`src/rtl/pfq_pkg.sv`:
```
package pfq_pkg;
  typedef enum logic [1:0] {
    QS_IDLE  = 2'b00,
    QS_FIRST = 2'b01,
    QS_FLUSH = 2'b10,
    QS_NEXT  = 2'b11
  } qs_e;
endpackage

```
`src/rtl/pfq_addr_gen.sv`:
```
module pfq_addr_gen #(
  parameter int SEG_W     = 16,
  parameter int OFF_W     = 16,
  parameter int PA_W      = 20,
  parameter int SEG_SHIFT = 4,
  parameter int STEP      = 2,
  parameter logic [SEG_W-1:0] RST_SEG = '1,
  parameter logic [OFF_W-1:0] RST_OFF = '0
) (
  input  logic             clk,
  input  logic             rst_n,
  input  logic             load_i,
  input  logic [SEG_W-1:0] load_seg_i,
  input  logic [OFF_W-1:0] load_off_i,
  input  logic             adv_i,
  output logic [PA_W-1:0]  pa_o
);
  localparam logic [OFF_W-1:0] STEP_V = OFF_W'(STEP);

  logic [SEG_W-1:0] seg_q;
  logic [OFF_W-1:0] off_q;

  always_ff @(posedge clk) begin
    if (!rst_n) begin
      seg_q <= RST_SEG;
      off_q <= RST_OFF;
    end else if (load_i) begin
      seg_q <= load_seg_i;
      off_q <= load_off_i;
    end else if (adv_i) begin
      off_q <= off_q + STEP_V;
    end
  end

  always_comb begin
    pa_o = (PA_W'(seg_q) << SEG_SHIFT) + PA_W'(off_q);
  end
endmodule

```
`src/rtl/pfq_byte_fifo.sv`:
```
module pfq_byte_fifo #(
  parameter int DEPTH = 6,
  parameter int LANES = 2,
  parameter int CNT_W = $clog2(DEPTH + 1)
) (
  input  logic               clk,
  input  logic               rst_n,
  input  logic               clear_i,
  input  logic               push_i,
  input  logic [8*LANES-1:0] push_data_i,
  input  logic               pop_i,
  output logic [7:0]         data_o,
  output logic [CNT_W-1:0]   count_o,
  output logic [CNT_W-1:0]   free_o
);
  localparam int PTR_W = (DEPTH > 1) ? $clog2(DEPTH) : 1;

  function automatic logic [PTR_W-1:0] wrap(input logic [PTR_W-1:0] p, input int k);
    int s;
    s = int'(p) + k;
    return PTR_W'(s % DEPTH);
  endfunction

  logic [7:0]       mem_q [DEPTH];
  logic [PTR_W-1:0] wr_q, rd_q;
  logic [CNT_W-1:0] cnt_q;
  logic [PTR_W-1:0] lane_idx [LANES];

  for (genvar g = 0; g < LANES; g++) begin : g_lane
    always_comb lane_idx[g] = wrap(wr_q, g);
    always_ff @(posedge clk) begin
      if (push_i && !clear_i) mem_q[lane_idx[g]] <= push_data_i[8*g +: 8];
    end
  end

  always_ff @(posedge clk) begin
    if (!rst_n || clear_i) begin
      wr_q  <= '0;
      rd_q  <= '0;
      cnt_q <= '0;
    end else begin
      if (push_i) wr_q <= wrap(wr_q, LANES);
      if (pop_i)  rd_q <= wrap(rd_q, 1);
      cnt_q <= cnt_q + (push_i ? CNT_W'(LANES) : '0) - (pop_i ? CNT_W'(1) : '0);
    end
  end

  assign data_o  = mem_q[rd_q];
  assign count_o = cnt_q;
  assign free_o  = CNT_W'(DEPTH) - cnt_q;
endmodule

```
`src/rtl/pfq_qstat.sv`:
```
module pfq_qstat
  import pfq_pkg::*;
(
  input  logic       clk,
  input  logic       rst_n,
  input  logic       flush_i,
  input  logic       take_i,
  input  logic       first_i,
  output logic [1:0] qs_o
);
  qs_e qs_q, qs_d;

  always_comb begin
    if (flush_i)     qs_d = QS_FLUSH;
    else if (take_i) qs_d = first_i ? QS_FIRST : QS_NEXT;
    else             qs_d = QS_IDLE;
  end

  always_ff @(posedge clk) begin
    if (!rst_n) qs_q <= QS_IDLE;
    else        qs_q <= qs_d;
  end

  assign qs_o = qs_q;
endmodule

```
`src/rtl/prefetch_q.sv`:
```
module prefetch_q #(
  parameter int DEPTH      = 6,
  parameter int WORD_BYTES = 2,
  parameter int SEG_W      = 16,
  parameter int OFF_W      = 16,
  parameter int PA_W       = 20,
  parameter int SEG_SHIFT  = 4,
  parameter logic [SEG_W-1:0] RST_SEG = '1,
  parameter logic [OFF_W-1:0] RST_OFF = '0
) (
  input  logic                    clk,
  input  logic                    rst_n,
  output logic                    fetch_req_o,
  output logic [PA_W-1:0]         fetch_addr_o,
  input  logic                    fetch_ack_i,
  input  logic [8*WORD_BYTES-1:0] fetch_data_i,
  input  logic                    ex_bus_busy_i,
  input  logic                    flush_i,
  input  logic [SEG_W-1:0]        flush_seg_i,
  input  logic [OFF_W-1:0]        flush_off_i,
  output logic                    op_valid_o,
  output logic [7:0]              op_byte_o,
  input  logic                    op_ready_i,
  input  logic                    op_first_i,
  output logic [1:0]              qs_o
);
  localparam int CNT_W = $clog2(DEPTH + 1);

  logic             req_q, drop_q;
  logic [PA_W-1:0]  addr_q;
  logic [PA_W-1:0]  pa_w;
  logic [CNT_W-1:0] occ_w, free_w;
  logic             ack_hit, push, take, issue;

  assign ack_hit = req_q && fetch_ack_i;
  assign push    = ack_hit && !drop_q && !flush_i;
  assign take    = op_valid_o && op_ready_i && !flush_i;
  assign issue   = !req_q && !ex_bus_busy_i && !flush_i && (free_w >= CNT_W'(WORD_BYTES));

  pfq_addr_gen #(
    .SEG_W(SEG_W), .OFF_W(OFF_W), .PA_W(PA_W), .SEG_SHIFT(SEG_SHIFT),
    .STEP(WORD_BYTES), .RST_SEG(RST_SEG), .RST_OFF(RST_OFF)
  ) addr_i (
    .clk(clk), .rst_n(rst_n), .load_i(flush_i), .load_seg_i(flush_seg_i),
    .load_off_i(flush_off_i), .adv_i(push), .pa_o(pa_w)
  );

  pfq_byte_fifo #(.DEPTH(DEPTH), .LANES(WORD_BYTES), .CNT_W(CNT_W)) fifo_i (
    .clk(clk), .rst_n(rst_n), .clear_i(flush_i), .push_i(push),
    .push_data_i(fetch_data_i), .pop_i(take), .data_o(op_byte_o),
    .count_o(occ_w), .free_o(free_w)
  );

  pfq_qstat qstat_i (
    .clk(clk), .rst_n(rst_n), .flush_i(flush_i), .take_i(take),
    .first_i(op_first_i), .qs_o(qs_o)
  );

  always_ff @(posedge clk) begin
    if (!rst_n) begin
      req_q  <= 1'b0;
      drop_q <= 1'b0;
      addr_q <= '0;
    end else begin
      if (issue) begin
        req_q  <= 1'b1;
        addr_q <= pa_w;
      end else if (ack_hit) begin
        req_q  <= 1'b0;
      end
      if (ack_hit)                drop_q <= 1'b0;
      else if (flush_i && req_q)  drop_q <= 1'b1;
    end
  end

  assign fetch_req_o  = req_q;
  assign fetch_addr_o = addr_q;
  assign op_valid_o   = (occ_w != '0);
endmodule

```
`config.mk`:
```
export PLATFORM = sky130hd
export DESIGN_NAME = prefetch_q
export DESIGN_NICKNAME = d
export VERILOG_FILES = /design/src/rtl/pfq_pkg.sv /design/src/rtl/pfq_addr_gen.sv /design/src/rtl/pfq_byte_fifo.sv /design/src/rtl/pfq_qstat.sv /design/src/rtl/prefetch_q.sv
export SDC_FILE = /design/constraint.sdc
export NUM_CORES = 1
export LEC_CHECK = 0
export CAP_MARGIN = 10
export CORE_ASPECT_RATIO = 0.75
export CORE_MARGIN = 2
export CORE_UTILIZATION = 49
export CTS_CLUSTER_SIZE = 28
export DETAILED_ROUTE_END_ITERATION = 10
export PLACE_DENSITY = 0.77
export SYNTH_ARGS = -nofsm -noshare
export SYNTH_HDL_FRONTEND = slang
export SYNTH_SLANG_ARGS = --single-unit
```
`constraint.sdc`:
```
create_clock -name clk -period 2.03 [get_ports clk]
set_clock_uncertainty 0.05 [all_clocks]
set_input_delay 0.203 -clock clk [delete_from_list [all_inputs] [get_ports clk]]
set_output_delay 0.203 -clock clk [all_outputs]
set_load 0.01 [all_outputs]
```
==> metrics.csv, run 1 <==
metric;value;unit
status;finished with violations;
violations;negative setup slack;
grt_pass1_vias;4743;
diodes;0;
antenna_left;0;
grt_max_degree;30;
place_congestion;0.855;
first_pass_iters;5;
cts_hold_buffers;0;
clk_path_buf_depth;2;
numCtsBuffers;17;
synth-edff-count;48;
yosys_most_used_dff;dfxtp_1;
arrival;2.39;ns
die_w;131;um
crit_fanout;4;
worst_slack;-0.0671;ns
p_leak;3.12;nW
cts.sinks;115;
nets;775;
path_clk_slew;0.05;ns
die_area;13100;um^2
max_freq;477;MHz
ir_drop;636;uV
slew_violations;0;
r2r_slack;-0.07;ns
cts_max_level;4;
worstHoldPathCells;2;
rsz0062_at_grt;yes;
relSlewSlack;0.649;
drt_iter0_drc;289;
cellPowerDensity;787;nW/um^2
synth_cells;586;
r2r-start;addr_i.off_q[4]$_SDFFE_PN0N_;
finalCriticalPeriod;2.10;ns
hold_path.class;in2reg;
r2r-end;fetch_addr_o[14]$_SDFFE_PN0P_;
ys_seq_area_frac;0.467;
power.total;0.00627;W
grt_pass1_wl;23500;um
cp.required;2.32;ns
final_common_cell;clkdlybuf4s50_1;
avgSynthCellArea;10.2;um^2
clkLatencyLatePin;0.42;ns
drt-total-wl;14600;um
antenna_found_initial;0;
worstSetupPathType;reg2reg;
post-route-period-util;1.03;
end_kind;flop;
initial_core_util;0.507;
synth_nets;667;
core_area;11700;um^2
drv_cap;0;
final_cell_mix;clkdlybuf4s50_1 (76), nand2_1 (68), dfxtp_1 (60), edfxtp_1 (48), buf_4 (46);
post-dp-hpwl;10100;um
std_cell_rows;34;
area_growth;33.8;%
syn_area;5960;um^2
drc;0;
die_h;99.5;um
portBuffers;86;
cts_tree;done;
clock_tree.root_cell;clkbuf_16;
async_flop_share;0;
hold_viol_final;0;
hold_start;rst_n;
top_level_ports;87;
start_kind;flop;
grt_usage;0.232;
synth-seq-cells;115;
drt-vias-per-instance;5.40;
grt-ovfl-total;0;
wire_per_inst;16.8;um
fin_cells;869;
vias;4693;
tightestPinTransition;0.527;ns
finalSetupViolCount;4;
dp.cells;828;
drive_gt1_frac;0.243;
yosysWarnings;0;
synth_cell_type_count;62;
reg2regPathDepth;8;
whs_endpoint;addr_i.seg_q[8]$_SDFFE_PN1P_;
## final cells by class
class / instances / area (um^2)
sequential: 115 / 2790
fill: 882 / 3770
clock buffer: 29 / 551
inverter: 19 / 71.3
tap: 162 / 203
clock inverter: 3 / 17.5
timing repair buffer: 143 / 1370
multi-input combinational: 398 / 2970
## worst max-delay path by stage
stage                                             from                             to  slack (ns)  cells past startpoint
after floorplan           addr_i.off_q[4]$_SDFFE_PN0N_  fetch_addr_o[18]$_SDFFE_PN0P_       0.006                      8
after global placement    addr_i.seg_q[0]$_SDFFE_PN1P_  fetch_addr_o[18]$_SDFFE_PN0P_       -0.08                      8
after detailed placement  addr_i.seg_q[0]$_SDFFE_PN1P_  fetch_addr_o[18]$_SDFFE_PN0P_       -0.13                      8
after CTS                 addr_i.off_q[4]$_SDFFE_PN0N_  fetch_addr_o[14]$_SDFFE_PN0P_       -0.03                      8
after global routing      addr_i.off_q[4]$_SDFFE_PN0N_  fetch_addr_o[14]$_SDFFE_PN0P_       -0.13                      8
final                     addr_i.off_q[4]$_SDFFE_PN0N_  fetch_addr_o[14]$_SDFFE_PN0P_       -0.07                      8
## cell families (layout without fill, tap and decap cells)
logic type	Yosys count	in the layout	synth area share
simple gates	176	176	0.148
flops	115	115	0.467
compound gates	111	111	0.116
buf+inv	73	194	0.0527
mux	63	63	0.128
fa+ha+maj	26	26	0.0559
xor+xnor	22	22	0.0323
## worst max-delay path: stages (launching register included)
cell and delay [ns]:
dfxtp_2 0.35, ha_4 0.14, inv_2 0.04, fa_2 0.35, nand2b_4 0.17, a211oi_4 0.31
o211ai_1 0.15, mux2_1 0.33, o21ai_1 0.13
## synth_stat cells (3+ instances only)
| cell type | count | share of area |
|---|---|---|
| o21ai_0 | 31 | 0.026 |
| inv_1 | 19 | 0.012 |
| nand3_1 | 19 | 0.016 |
| mux2_2 | 26 | 0.049 |
| nand2_1 | 69 | 0.043 |
| buf_6 | 3 | 0.0057 |
| a21boi_0 | 10 | 0.013 |
| mux4_2 | 8 | 0.030 |
| dfxtp_1 | 67 | 0.23 |
| nor3b_1 | 5 | 0.0063 |
| ha_1 | 25 | 0.053 |
| a21oi_1 | 39 | 0.033 |
| xor2_1 | 16 | 0.024 |
| and3_1 | 7 | 0.0074 |
| edfxtp_1 | 48 | 0.24 |
| nand4_1 | 7 | 0.0074 |
| nor2b_1 | 6 | 0.0063 |
| nand3b_1 | 4 | 0.0050 |
| o211a_1 | 4 | 0.0067 |
| nand2b_1 | 5 | 0.0053 |
| nor2_1 | 27 | 0.017 |
| nor3_1 | 6 | 0.0050 |
| clkbuf_1 | 41 | 0.026 |
| mux2i_1 | 28 | 0.047 |
| and2_1 | 6 | 0.0063 |
| xnor2_1 | 6 | 0.0088 |
| buf_2 | 8 | 0.0067 |
## flip-flops by register name, summed over array words and instances, names as in the netlist, named ones only
| name | flops |
|---|---|
| addr_i.seg_q | 16 |
| qstat_i.qs_o | 2 |
| fetch_addr_o | 20 |
| fifo_i.count_o | 3 |
| drop_q | 1 |
| fifo_i.rd_q | 3 |
| fetch_req_o | 1 |
| fifo_i.wr_q | 2 |
| fifo_i.mem_q | 48 |
| addr_i.off_q | 16 |
## power breakdown
part | total [W] | switching (W) | leakage [nW] | internal (W)
Combinational | 0.000881 | 0.000425 | 1.85 | 0.000456
Clock | 0.00283 | 0.00102 | 0.280 | 0.00182
Sequential | 0.00256 | 0.0000628 | 0.985 | 0.00250
## repair_timing
item                       CTS  global route
resized for setup           39            24
setup buffers                7             2
pin swaps                    5             7
setup endpoints to repair   12            26
## metal layers
metal	wire, um	global-route usage
met4	226	0.0987
met5	0	0
met3	785	0.0545
met1	6670	0.299
met2	6930	0.378
## per-stage QoR
stage | hold slack (ns) | cell area (um^2) | setup TNS, ns | setup WS [ns] | util
3_5_place_dp | 0.409 | 7250 | -0.398 | -0.127 | 0.617
2_1_floorplan | 0.281 | 5970 | 0 | 0.00554 | -
3_3_place_gp | 0.403 | 7250 | -0.123 | -0.0823 | 0.617
6_report | 0.151 | 7970 | -0.105 | -0.0671 | 0.679
4_1_cts | 0.143 | 7880 | -0.0636 | -0.0265 | 0.671
5_1_grt | 0.171 | 7970 | -0.780 | -0.127 | 0.679
No activity file was read; power rests on OpenSTA's default activity.
==> inputs of run 2 (changes only) <==
Settings changed: CAP_MARGIN 10 to 20.
==> results of run 2 <==
The final DEF is identical to that of run 1; final timing and power are the same.
